**config.mk**
```make
export PLATFORM = sky130hd
export DESIGN_NAME = mdrv_fault_supervisor
export DESIGN_NICKNAME = d
export VERILOG_FILES = /design/src/rtl/mdfs_pkg.sv /design/src/rtl/mdfs_sync.sv /design/src/rtl/mdfs_oc_qual.sv /design/src/rtl/mdfs_ul_timer.sv /design/src/rtl/mdfs_clr_gate.sv /design/src/rtl/mdrv_fault_supervisor.sv
export SDC_FILE = /design/constraint.sdc
export NUM_CORES = 1
export LEC_CHECK = 0
export BUFFER_PORTS_ARGS = -buffer_cell sky130_fd_sc_hd__buf_2
export CAP_MARGIN = 20
export CELL_PAD_IN_SITES_DETAIL_PLACEMENT = 1
export CELL_PAD_IN_SITES_GLOBAL_PLACEMENT = 1
export CORE_MARGIN = 8
export CORE_UTILIZATION = 46
export DETAILED_ROUTE_END_ITERATION = 8
export PLACE_DENSITY_LB_ADDON = 0.1
export SYNTH_ARGS = -nofsm -noshare
export SYNTH_HDL_FRONTEND = slang
export SYNTH_SLANG_ARGS = --single-unit
```
**constraint.sdc**
```tcl
create_clock -name clk -period 1.75 [get_ports clk]
set_input_delay 0.35 -clock clk [delete_from_list [all_inputs] [get_ports clk]]
set_output_delay 0.35 -clock clk [all_outputs]
set_load 0.05 [all_outputs]
```
**src/rtl/mdfs_pkg.sv**
```systemverilog
package mdfs_pkg;
   // Registered live status bits of the supervisor.
   typedef struct packed {
      logic tw;
      logic psf;
      logic lock;
   } live_status_t;

   localparam int MIN_SYNC_STAGES = 2;
endpackage

```
**src/rtl/mdfs_sync.sv**
```systemverilog
module mdfs_sync #(
   parameter int W      = 1,
   parameter int STAGES = 2
) (
   input  logic         clk,
   input  logic         rst_n,
   input  logic [W-1:0] d,
   output logic [W-1:0] q
);
   import mdfs_pkg::*;

   generate
      if (STAGES < MIN_SYNC_STAGES) begin : g_bad_stages
         $error("mdfs_sync: STAGES must be at least 2");
      end
      if (W < 1) begin : g_bad_width
         $error("mdfs_sync: W must be positive");
      end
   endgenerate

   logic [W-1:0] stg [STAGES];

   always_ff @(posedge clk) begin
      if (!rst_n) begin
         for (int k = 0; k < STAGES; k++) stg[k] <= '0;
      end else begin
         stg[0] <= d;
         for (int k = 1; k < STAGES; k++) stg[k] <= stg[k-1];
      end
   end

   assign q = stg[STAGES-1];
endmodule

```
**src/rtl/mdfs_oc_qual.sv**
```systemverilog
module mdfs_oc_qual #(
   parameter int QUAL_CYC = 64
) (
   input  logic clk,
   input  logic rst_n,
   input  logic clr,
   input  logic flag,
   output logic latched
);
   localparam int CW = $clog2(QUAL_CYC + 1);
   localparam logic [CW-1:0] LAST = CW'(QUAL_CYC - 1);

   generate
      if (QUAL_CYC < 2) begin : g_bad_qual
         $error("mdfs_oc_qual: QUAL_CYC must be at least 2");
      end
   endgenerate

   logic [CW-1:0] cnt;
   logic          lat;
   logic          qualified;

   assign qualified = flag && (cnt == LAST);

   always_ff @(posedge clk) begin
      if (!rst_n) begin
         cnt <= '0;
         lat <= 1'b0;
      end else begin
         if (!flag)             cnt <= '0;
         else if (cnt != LAST)  cnt <= cnt + CW'(1);
         if (qualified)         lat <= 1'b1;
         else if (clr)          lat <= 1'b0;
      end
   end

   assign latched = lat;

   assert_latch_needs_flag_R1: assert property (@(posedge clk) disable iff (!rst_n)
      $rose(lat) |-> $past(flag));
   assert_count_in_window_R1: assert property (@(posedge clk) disable iff (!rst_n)
      cnt <= LAST);
endmodule

```
**src/rtl/mdfs_ul_timer.sv**
```systemverilog
module mdfs_ul_timer #(
   parameter int NB     = 6,
   parameter int UL_CYC = 200
) (
   input  logic          clk,
   input  logic          rst_n,
   input  logic          clr,
   input  logic          hold_off,
   input  logic          shut_en,
   input  logic [NB-1:0] ul_flags,
   output logic          st_ul,
   output logic [NB-1:0] ul_off
);
   localparam int TW = $clog2(UL_CYC + 1);
   localparam logic [TW-1:0] LAST = TW'(UL_CYC - 1);

   generate
      if (UL_CYC < 2) begin : g_bad_delay
         $error("mdfs_ul_timer: UL_CYC must be at least 2");
      end
   endgenerate

   logic [TW-1:0] tmr;
   logic          any_ul;
   logic          expire;
   logic          st_q;

   assign any_ul = |ul_flags;
   assign expire = any_ul && !hold_off && (tmr == LAST);

   always_ff @(posedge clk) begin
      if (!rst_n) begin
         tmr  <= '0;
         st_q <= 1'b0;
      end else begin
         if (!any_ul || hold_off || expire) tmr <= '0;
         else                               tmr <= tmr + TW'(1);
         if (expire)   st_q <= 1'b1;
         else if (clr) st_q <= 1'b0;
      end
   end

   for (genvar i = 0; i < NB; i++) begin : g_br
      logic off_q;
      always_ff @(posedge clk) begin
         if (!rst_n)                              off_q <= 1'b0;
         else if (expire && shut_en && ul_flags[i]) off_q <= 1'b1;
         else if (clr)                            off_q <= 1'b0;
      end
      assign ul_off[i] = off_q;
   end

   assign st_ul = st_q;

   assert_timer_reload_R3: assert property (@(posedge clk) disable iff (!rst_n)
      !any_ul |=> (tmr == '0));
   assert_status_needs_underload_R2: assert property (@(posedge clk) disable iff (!rst_n)
      $rose(st_q) |-> $past(any_ul));
   assert_timer_in_range_R2: assert property (@(posedge clk) disable iff (!rst_n)
      tmr <= LAST);
endmodule

```
**src/rtl/mdfs_clr_gate.sv**
```systemverilog
module mdfs_clr_gate #(
   parameter int GAP_CYC = 100
) (
   input  logic clk,
   input  logic rst_n,
   input  logic frame_done,
   input  logic frame_clr_req,
   output logic clr_ok
);
   localparam int GW = $clog2(GAP_CYC + 1);
   localparam logic [GW-1:0] SAT = GW'(GAP_CYC);

   generate
      if (GAP_CYC < 1) begin : g_bad_gap
         $error("mdfs_clr_gate: GAP_CYC must be at least 1");
      end
   endgenerate

   logic [GW-1:0] gap_cnt;

   always_ff @(posedge clk) begin
      if (!rst_n)              gap_cnt <= SAT;
      else if (frame_done)     gap_cnt <= '0;
      else if (gap_cnt != SAT) gap_cnt <= gap_cnt + GW'(1);
   end

   assign clr_ok = frame_done && frame_clr_req && (gap_cnt == SAT);

   assert_gap_restarts_R8: assert property (@(posedge clk) disable iff (!rst_n)
      frame_done |=> (gap_cnt == '0));
   assert_no_back_to_back_clear_R8: assert property (@(posedge clk) disable iff (!rst_n)
      clr_ok |-> !$past(frame_done));
endmodule

```
**src/rtl/mdrv_fault_supervisor.sv**
```systemverilog
module mdrv_fault_supervisor #(
   parameter int NUM_BRIDGES  = 6,
   parameter int SYNC_STAGES  = 2,
   parameter int OC_QUAL_CYC  = 64,
   parameter int UL_DELAY_CYC = 200,
   parameter int CLR_GAP_CYC  = 100
) (
   input  logic                   clk,
   input  logic                   rst_n,
   input  logic                   en_pin,
   input  logic [NUM_BRIDGES-1:0] oc_flag,
   input  logic [NUM_BRIDGES-1:0] ul_flag,
   input  logic [NUM_BRIDGES-1:0] tw_flag,
   input  logic [NUM_BRIDGES-1:0] tsd_flag,
   input  logic                   uv_flag,
   input  logic                   ov_flag,
   input  logic                   frame_done,
   input  logic                   frame_clr_req,
   input  logic                   ov_lock_en,
   input  logic                   ul_shut_en,
   output logic [NUM_BRIDGES-1:0] bridge_off,
   output logic                   lockout_all,
   output logic                   stat_oc,
   output logic                   stat_ul,
   output logic                   stat_tsd,
   output logic                   stat_tw,
   output logic                   stat_psf
);
   import mdfs_pkg::*;

   localparam int NB = NUM_BRIDGES;
   localparam int SW = 4 * NB + 3;

   generate
      if (NB < 1) begin : g_bad_bridges
         $error("mdrv_fault_supervisor: NUM_BRIDGES must be positive");
      end
   endgenerate

   // Resynchronize every asynchronous flag in one bank.
   logic [SW-1:0] raw_bus, syn_bus;
   logic [NB-1:0] s_oc, s_ul, s_tw, s_tsd;
   logic          s_uv, s_ov, s_en;

   assign raw_bus = {en_pin, uv_flag, ov_flag, tsd_flag, tw_flag, ul_flag, oc_flag};

   mdfs_sync #(.W(SW), .STAGES(SYNC_STAGES)) i_sync (
      .clk(clk), .rst_n(rst_n), .d(raw_bus), .q(syn_bus));

   assign {s_en, s_uv, s_ov, s_tsd, s_tw, s_ul, s_oc} = syn_bus;

   // Clear of latched faults.
   logic clr_ok, clr_all;

   mdfs_clr_gate #(.GAP_CYC(CLR_GAP_CYC)) i_clr_gate (
      .clk(clk), .rst_n(rst_n), .frame_done(frame_done),
      .frame_clr_req(frame_clr_req), .clr_ok(clr_ok));

   assign clr_all = clr_ok || !s_en;

   // Per-bridge overcurrent qualification and thermal shutdown latches.
   logic [NB-1:0] oc_lat, tsd_lat, ul_off;

   for (genvar i = 0; i < NB; i++) begin : g_bridge
      mdfs_oc_qual #(.QUAL_CYC(OC_QUAL_CYC)) i_oc_qual (
         .clk(clk), .rst_n(rst_n), .clr(clr_all), .flag(s_oc[i]),
         .latched(oc_lat[i]));

      logic tsd_q;
      always_ff @(posedge clk) begin
         if (!rst_n)          tsd_q <= 1'b0;
         else if (s_tsd[i])   tsd_q <= 1'b1;
         else if (clr_all)    tsd_q <= 1'b0;
      end
      assign tsd_lat[i] = tsd_q;

      assert_tsd_held_while_hot_R6: assert property (@(posedge clk) disable iff (!rst_n)
         (tsd_q && s_tsd[i]) |=> tsd_q);
   end

   // Shared underload timer.
   mdfs_ul_timer #(.NB(NB), .UL_CYC(UL_DELAY_CYC)) i_ul_timer (
      .clk(clk), .rst_n(rst_n), .clr(clr_all), .hold_off(!s_en),
      .shut_en(ul_shut_en), .ul_flags(s_ul), .st_ul(stat_ul), .ul_off(ul_off));

   // Live (unlatched) status and global lockout.
   live_status_t live_q;

   always_ff @(posedge clk) begin
      if (!rst_n) begin
         live_q <= '0;
      end else begin
         live_q.tw   <= |s_tw;
         live_q.psf  <= s_uv || s_ov;
         live_q.lock <= s_uv || (s_ov && ov_lock_en);
      end
   end

   assign bridge_off  = oc_lat | tsd_lat | ul_off;
   assign lockout_all = live_q.lock;
   assign stat_oc     = |oc_lat;
   assign stat_tsd    = |tsd_lat;
   assign stat_tw     = live_q.tw;
   assign stat_psf    = live_q.psf;

   assert_uv_forces_lockout_R7: assert property (@(posedge clk) disable iff (!rst_n)
      s_uv |=> lockout_all);
   assert_ov_free_when_disabled_R7: assert property (@(posedge clk) disable iff (!rst_n)
      (s_ov && !s_uv && !ov_lock_en) |=> !lockout_all);
   assert_enable_low_clears_R9: assert property (@(posedge clk) disable iff (!rst_n)
      (!s_en && $past(!s_en) && !(|s_tsd) && !(|s_oc)) |-> (stat_oc == 1'b0));
endmodule

```
==> reports/qor.yml, run 1 <==
pwr:
  power_density_nw_per_um2: 1140
  switching_share_pct: 21.9
  p_comb_share_pct: 4.1
  p_sw_mw: 1.48
  ir_worst_vdd_v: 0.000812
  p_clk_share_pct: 49.4
  p_int_mw: 5.29
  seq_power_share_pct: 46.5
  p_leak_nw: 2.31
sta:
  setup_ws_ps: -37.9
  final-setup-viol-count: 5
  rsz0062_at_grt: "true"
  holdWs_ps: 30.5
  fmax_mhz: 559
  hold_violations: 0
  skew_ps: 7.46
  period_share_pct: 102
  period_needed_ps: 1790
  worstMarginPinSlew_ps: 480
  slew_viol_final: 0
  relSlewSlack_pct: 68.0
placement:
  placed_area_sq_um: 5230
  gp_congestion: 0.783
  io_buffers: 44
  place_ws_ps: 87.5
  hpwl_um: 7330
routing:
  viasPerCell: 5.43
  routedWlPerCell_um: 15.8
  antenna_left: 0
  drc_errors: 0
  drtIter0Drc: 220
  drt_pre_antenna_iters: 4
  drt_wl_total_um: 10800
  vias: 3685
die:
  die_height_um: 118
  die_width_um: 118
  start_util_pct: 47.0
  core-area_sq_um: 10200
  dieArea_sq_um: 14000
  rows: 37
  io_pins: 45
worst_setup_path:
  crit_family: "simple AND/OR/NAND/NOR gates"
  slowest_stage: "or3_4"
  cp_max_fo: 3
  r2r.worst_path.cells: 6
  crit_path_max_incr_delay_ps: 400
  critPathBufInv: 1
  crit_type: "flip-flop to output pin"
  cp.arrival_ps: 1440
  setup.worst_path.end_class: "output pin"
  path_cells: "or3_4 > buf_8"
  crit_path_start_kind: "flip-flop"
  crit_required_ps: 1400
  path_depth: 2
yosys:
  yosys_warnings: 0
  synth-edff-count: 0
  yosys_register_bits: 133
  synth_nets: 509
  synth_area_sq_um: 4810
  yosysUniqueCellTypes: 44
  syn_inst: 467
  synthFlopType: "dfxtp_1"
  syn_area_per_cell_sq_um: 10.3
  synth_top_area_share_pct: 55.3
  synthTopCellsByArea: "dfxtp_1 (55%), and2_1 (7.0%), nand3_1 (3.2%)"
  seq_area_frac_synth_pct: 55.3
  synth_top_cell_by_area: "dfxtp_1"
  synthArstFlopShare_pct: 0
cts:
  clk-insertion-delay-late_ps: 520
  numCtsBuffers: 17
  clk_path_buf_depth: 2
  htree_levels: 4
  cts-root-buf: "clkbuf_8"
  cts_tree: "built"
  clk_pin_slew_ps: 60
  clock-sinks: 133
cells_and_area:
  final_cell_mix: "dfxtp_1 (119), and2_1 (54), buf_2 (36)"
  num_antenna_cells: 0
  final_core_util_pct: 58.3
  areaGrowthSynthToFinish_pct: 23.9
  fin_area_sq_um: 5970
  final_common_cell: "dfxtp_1"
  nets: 572
  drive_above_1_share_pct: 21.9
global_route:
  grt_pass1_wl_um: 18700
  first_global_vias: 3875
  use_met2_pct: 26.0
  grtUsageMet3_pct: 5.85
  grtUsageTotal_pct: 16.2
  top_usage_layer: "met2"
  antenna_found_initial: 0
  overflow: 0
  grt_max_degree: 50
  met1_usage_pct: 19.8
job:
  maxCapViolations: 0
hold_path:
  hp-class: "primary input to flip-flop"
  min_path_cells: 2
status:
  status: "finished, violations left"
  violations: "negative setup slack"
==> final cells by class <==
type / count / area [sq um]
fill: 1114 / 4270
sequential: 133 / 2680
multi-input combinational: 319 / 2140
clock buffer: 20 / 435
timing repair buffer: 56 / 400
tap: 136 / 170
clock inverter: 12 / 129
inverter: 3 / 11.3
==> path summary, 6_finish.rpt <==
check / endpoint / slack [ps] / from
worst max-delay path: bridge_off[4] / -40 / g_bridge[4].tsd_q
worst max register to register: i_ul_timer.g_br[1].off_q / 200 / i_clr_gate.gap_cnt[0]
worst min-delay path: i_sync.stg[0][13] / 30 / tw_flag[1]
worst min register to register: i_sync.stg[0][41] / 430 / i_sync.stg[0][14]
==> sequential cells by signal, summed over array words and instances (netlist names) <==
register                    count
i_sync.stg                     54
g_bridge.i_oc_qual.cnt         42
i_ul_timer.tmr                  8
i_clr_gate.gap_cnt              7
g_bridge.i_oc_qual.latched      6
g_bridge.tsd_q                  6
i_ul_timer.g_br.off_q           6
i_ul_timer.st_ul                1
lockout_all                     1
stat_psf                        1
stat_tw                         1
==> through the flow <==
step	setup TNS, ps	instances	power [mW]
after floorplan	0	467	3.36
after global routing	-529	679	7.06
after detailed placement	0	642	3.47
after CTS	-165	677	6.85
final	-80.6	679	6.78
after global placement	0	642	3.46
==> power by group through the flow <==
stage	clock (mW)	sequential, mW	combinational, mW
floorplan	0	3.21	0.151
global placement	0	3.21	0.251
detailed placement	0	3.21	0.258
CTS	3.43	3.15	0.275
global route	3.60	3.16	0.306
finish	3.35	3.15	0.277
==> layer usage <==
layer | wire length, um | vias up
met5 | 0 | -
met4 | 144 | 0
met3 | 413 | 16
met1 | 5130 | 1778
li1 | - | 1844
met2 | 5080 | 47
==> cell families after synthesis <==
kind of cell    count (synthesis)  synth area share [%]
buf+inv                        15                  1.40
xor+xnor                       11                  2.00
simple gates                  196                  23.9
compound gates                103                  15.1
flops                         133                  55.3
fa+ha+maj                       9                  2.34
==> cells in the mapped netlist (2+ instances only) <==
library cell  count
a22o_1            9
and3_1           10
a21oi_1          16
o21ai_0          18
xor2_1            8
clkbuf_1          8
a211oi_1          4
o211ai_1          6
nand3_1          31
inv_1             3
nand4_1           2
nand4b_1          2
nand2_1          26
nor2b_1           3
nor3_1           21
or4_1             3
o2bb2ai_1         7
and3b_1           6
nand2b_1          3
a21boi_0          6
buf_2             3
dfxtp_1         133
ha_1              9
nor2_1            5
xnor2_1           3
o21a_1            2
a31oi_1          24
and2_1           54
nand3b_1          6
nor4_1            2
o21bai_1          4
a22o_2            3
or3_1            16
==> timing repair <==
action	in CTS	in global routing
hold buffers	0	0
setup buffers	3	2
setup endpoints to repair	8	12
resized for setup	41	4
pin swaps	8	5
No activity file was read; power rests on OpenSTA's default activity.
==> run 2: changes to the inputs <==
--- a/config.mk
+++ b/config.mk
@@ -5,12 +5,13 @@
 export SDC_FILE = /design/constraint.sdc
 export NUM_CORES = 1
 export LEC_CHECK = 0
+export ABC_AREA = 1
 export BUFFER_PORTS_ARGS = -buffer_cell sky130_fd_sc_hd__buf_2
 export CAP_MARGIN = 20
 export CELL_PAD_IN_SITES_DETAIL_PLACEMENT = 1
 export CELL_PAD_IN_SITES_GLOBAL_PLACEMENT = 1
 export CORE_MARGIN = 8
-export CORE_UTILIZATION = 46
+export CORE_UTILIZATION = 44
 export DETAILED_ROUTE_END_ITERATION = 8
 export PLACE_DENSITY_LB_ADDON = 0.1
 export SYNTH_ARGS = -nofsm -noshare
==> reports/qor.yml, run 2 <==
worst_setup_path:
  slowest_stage: "or3_1"
  setup.worst_path.end_class: "output pin"
  crit_path_max_incr_delay_ps: 430  # +30 ps
  r2r_slack_ps: 170  # -30 ps
  r2r.worst_path.cells: 6  # unchanged
  r2r-start: "g_bridge[0].i_oc_qual.cnt[0]"
  critPathBufInv: 1  # unchanged
  crit_path_start_kind: "flip-flop"
  crit_type: "flip-flop to output pin"
  path_cells: "or3_1 > buf_6"
  crit_required_ps: 1400  # about the same
  crit_family: "simple AND/OR/NAND/NOR gates"
  cp_max_fo: 3  # unchanged
  cp.arrival_ps: 1370  # -70 ps
  r2r_end: "g_bridge[0].i_oc_qual.cnt[0]"
yosys:
  ys_top_cells_by_count: "dfxtp_1 (133), nand2_1 (106), inv_1 (96)"
  synthArstFlopShare_pct: 0  # unchanged
  synth-edff-count: 0  # unchanged
  yosys_register_bits: 133  # unchanged
  synth_top_area_share_pct: 53.0  # -2.3 points
  synth_top_cell_by_area: "dfxtp_1"
  yosys_warnings: 0  # unchanged
  synthTopCellsByArea: "dfxtp_1 (53%), nand2_1 (7.9%), inv_1 (7.2%)"
  syn_inst: 594  # +27%
  yosysMostFrequentCell: "dfxtp_1"
  seq_area_frac_synth_pct: 53.0  # -2.3 points
  syn_area_per_cell_sq_um: 8.46  # -18%
  synth_nets: 636  # +25%
  synth_area_sq_um: 5030  # +4.4%
  synthFlopType: "dfxtp_1"
  yosysUniqueCellTypes: 32  # -27%
pwr:
  p_leak_nw: 2.81  # +22%
  power_mw: 6.78  # about the same
  ir_worst_vdd_v: 0.000594  # -27%
  power_density_nw_per_um2: 1130  # -0.44%
status:
  status: "complete, no violations"
cts:
  hold_buffers: 0  # unchanged
  numCtsBuffers: 17  # unchanged
  cts-root-buf: "clkbuf_16"
  cts_tree: "built"
  clock-sinks: 133  # unchanged
  cts_setup_buffers: 0  # -3
  clk-insertion-delay-late_ps: 410  # -110 ps
  clk_pin_slew_ps: 50  # about the same
  htree_levels: 4  # unchanged
  clk_path_buf_depth: 2  # unchanged
global_route:
  grt_max_degree: 32  # -36%
  antenna_found_initial: 0  # unchanged
  grt_pass1_wl_um: 18200  # -2.5%
  first_global_vias: 4057  # +4.7%
  grtUsageTotal_pct: 15.6  # -0.63 points
  overflow: 0  # unchanged
cells_and_area:
  top_regs: "i_sync.stg (54), g_bridge.i_oc_qual.cnt (42), i_ul_timer.tmr (8)"
  largest_register_ffs: 54  # unchanged
  num_antenna_cells: 0  # unchanged
  top_register: "i_sync.stg"
  areaGrowthSynthToFinish_pct: 19.3
  drive_above_1_share_pct: 19.7  # -2.2 points
  nets: 693  # +21%
  final_common_cell: "dfxtp_1"
  final_cell_mix: "dfxtp_1 (132), nand2_1 (106), inv_1 (96)"
routing:
  drc_errors: 0  # unchanged
  vias: 3802  # +3.2%
  antenna_left: 0  # unchanged
  drt_pre_antenna_iters: 4  # unchanged
  drtIter0Drc: 134  # -39%
  drt_wl_total_um: 10700  # -0.77%
  viasPerCell: 4.73  # -13%
  routedWlPerCell_um: 13.3  # -16%
die:
  die_width_um: 123  # +3.9%
  die_height_um: 123  # +3.9%
  rows: 39  # +5.4%
  dieArea_sq_um: 15100  # +7.9%
  core-area_sq_um: 11300  # +10%
  start_util_pct: 44.6  # -2.5 points
  io_pins: 45  # unchanged
sta:
  hold_violations: 0  # unchanged
  relSlewSlack_pct: 78.8  # +11 points
  final-setup-viol-count: 0  # -5
  slew_viol_final: 0  # unchanged
  fmax_mhz: 581  # +3.9%
  rsz0062_at_grt: "true"
  skew_ps: 4.33  # -3.13 ps
  holdWs_ps: 117  # +86.0 ps
  period_needed_ps: 1720  # -67.9 ps
  worstMarginPinSlew_ps: 318  # -162 ps
  period_share_pct: 98.3  # -3.9 points
placement:
  io_buffers: 44  # unchanged
  gp_congestion: 0.766  # -2.1%
  hpwl_um: 7670  # +4.7%
job:
  maxCapViolations: 0  # unchanged
hold_path:
  min_path_cells: 3  # +1
  whs_endpoint: "i_sync.stg[0][12]"
  hold_start: "tw_flag[0]"
  hp-class: "primary input to flip-flop"
-- run 2: cell types whose count changed after synthesis, sizes merged, moves of 12 or more --
cell,change
inv,+101
nand2,+84
nor2,+64
and2,-54
a21oi,+24
a31oi,-24
nor3,-17
a22o,-12
or3,-12
-- run 2: worst max-delay path by stage --
| stage | from | end | slack, ps | depth (start not counted) |
|---|---|---|---|---|
| after global placement | i_clr_gate.gap_cnt[0] | g_bridge[2].i_oc_qual.latched | 280 | 7 |
| after detailed placement | i_clr_gate.gap_cnt[0] | g_bridge[4].i_oc_qual.latched | 200 | 7 |
| after CTS | g_bridge[1].tsd_q | bridge_off[1] | 1 | 2 |
| final | g_bridge[3].tsd_q | bridge_off[3] | 30 | 2 |
| after floorplan | g_bridge[0].i_oc_qual.cnt[0] | g_bridge[0].i_oc_qual.cnt[0] | 500 | 6 |
| after global routing | g_bridge[4].tsd_q | stat_tsd | -9 | 3 |
-- run 2: cell families after synthesis --
kind of cell	share of synthesized area [%]
flip-flops	53.0
XOR/XNOR	3.83
AO/OA/AOI/OAI	8.41
AND/OR/NAND/NOR	23.3
adder cells (fa/ha/maj)	2.24
buffers and inverters	9.26
-- run 2: through the flow --
| stage | worst slack (ps) | util [%] | setup TNS [ps] | cells | area (sq um) |
|---|---|---|---|---|---|
| 3_3_place_gp | 277 | 47.9 | 0 | 775 | 5400 |
| 3_5_place_dp | 197 | 47.9 | 0 | 775 | 5400 |
| 2_1_floorplan | 499 | - | 0 | 594 | 5030 |
| 5_1_grt | -8.56 | 53.2 | -9.71 | 804 | 5990 |
| 6_report | 29.9 | 53.2 | 0 | 804 | 5990 |
| 4_1_cts | 1.46 | 52.9 | 0 | 804 | 5970 |
-- run 2: cell type report --
type / instances / area, sq um
fillers: 1372 / 5280
well taps: 143 / 179
repair buffers: 50 / 297
clock inverters: 4 / 45.0
clock buffers: 25 / 515
inverters: 104 / 390
flip-flops and latches: 133 / 2660
multi-input cells: 345 / 1900
-- run 2: worst register-to-register path, cell delays in order (launching register included) --
cell     delay, ps
dfxtp_1        380
ha_1           230
nand3_1        130
nor2_1         270
inv_1          170
o21ai_0        200
a21oi_1         70
-- run 2: power by group --
part	switching (mW)	total [mW]	internal, mW
logic	0.185	0.285	0.0998
registers	0.0363	3.15	3.11
clock network	1.20	3.35	2.15
total	1.42	6.78	5.36
-- run 2: metal layers --
metal  global-route usage (%)  share of wire, %  vias up
met5                        0                 0        -
met4                     9.75               3.1        0
met3                     4.60               3.4       24
met2                     26.4                49       52
met1                     16.9                44     1769
li1                         -                 -     1957
-- run 2: what timing repair did --
| action | CTS | global route |
|---|---|---|
| pin swaps | 0 | 2 |
| endpoints found under the setup margin | 3 | 4 |
| hold endpoints to repair | 0 | 0 |
| resized for setup | 4 | 10 |
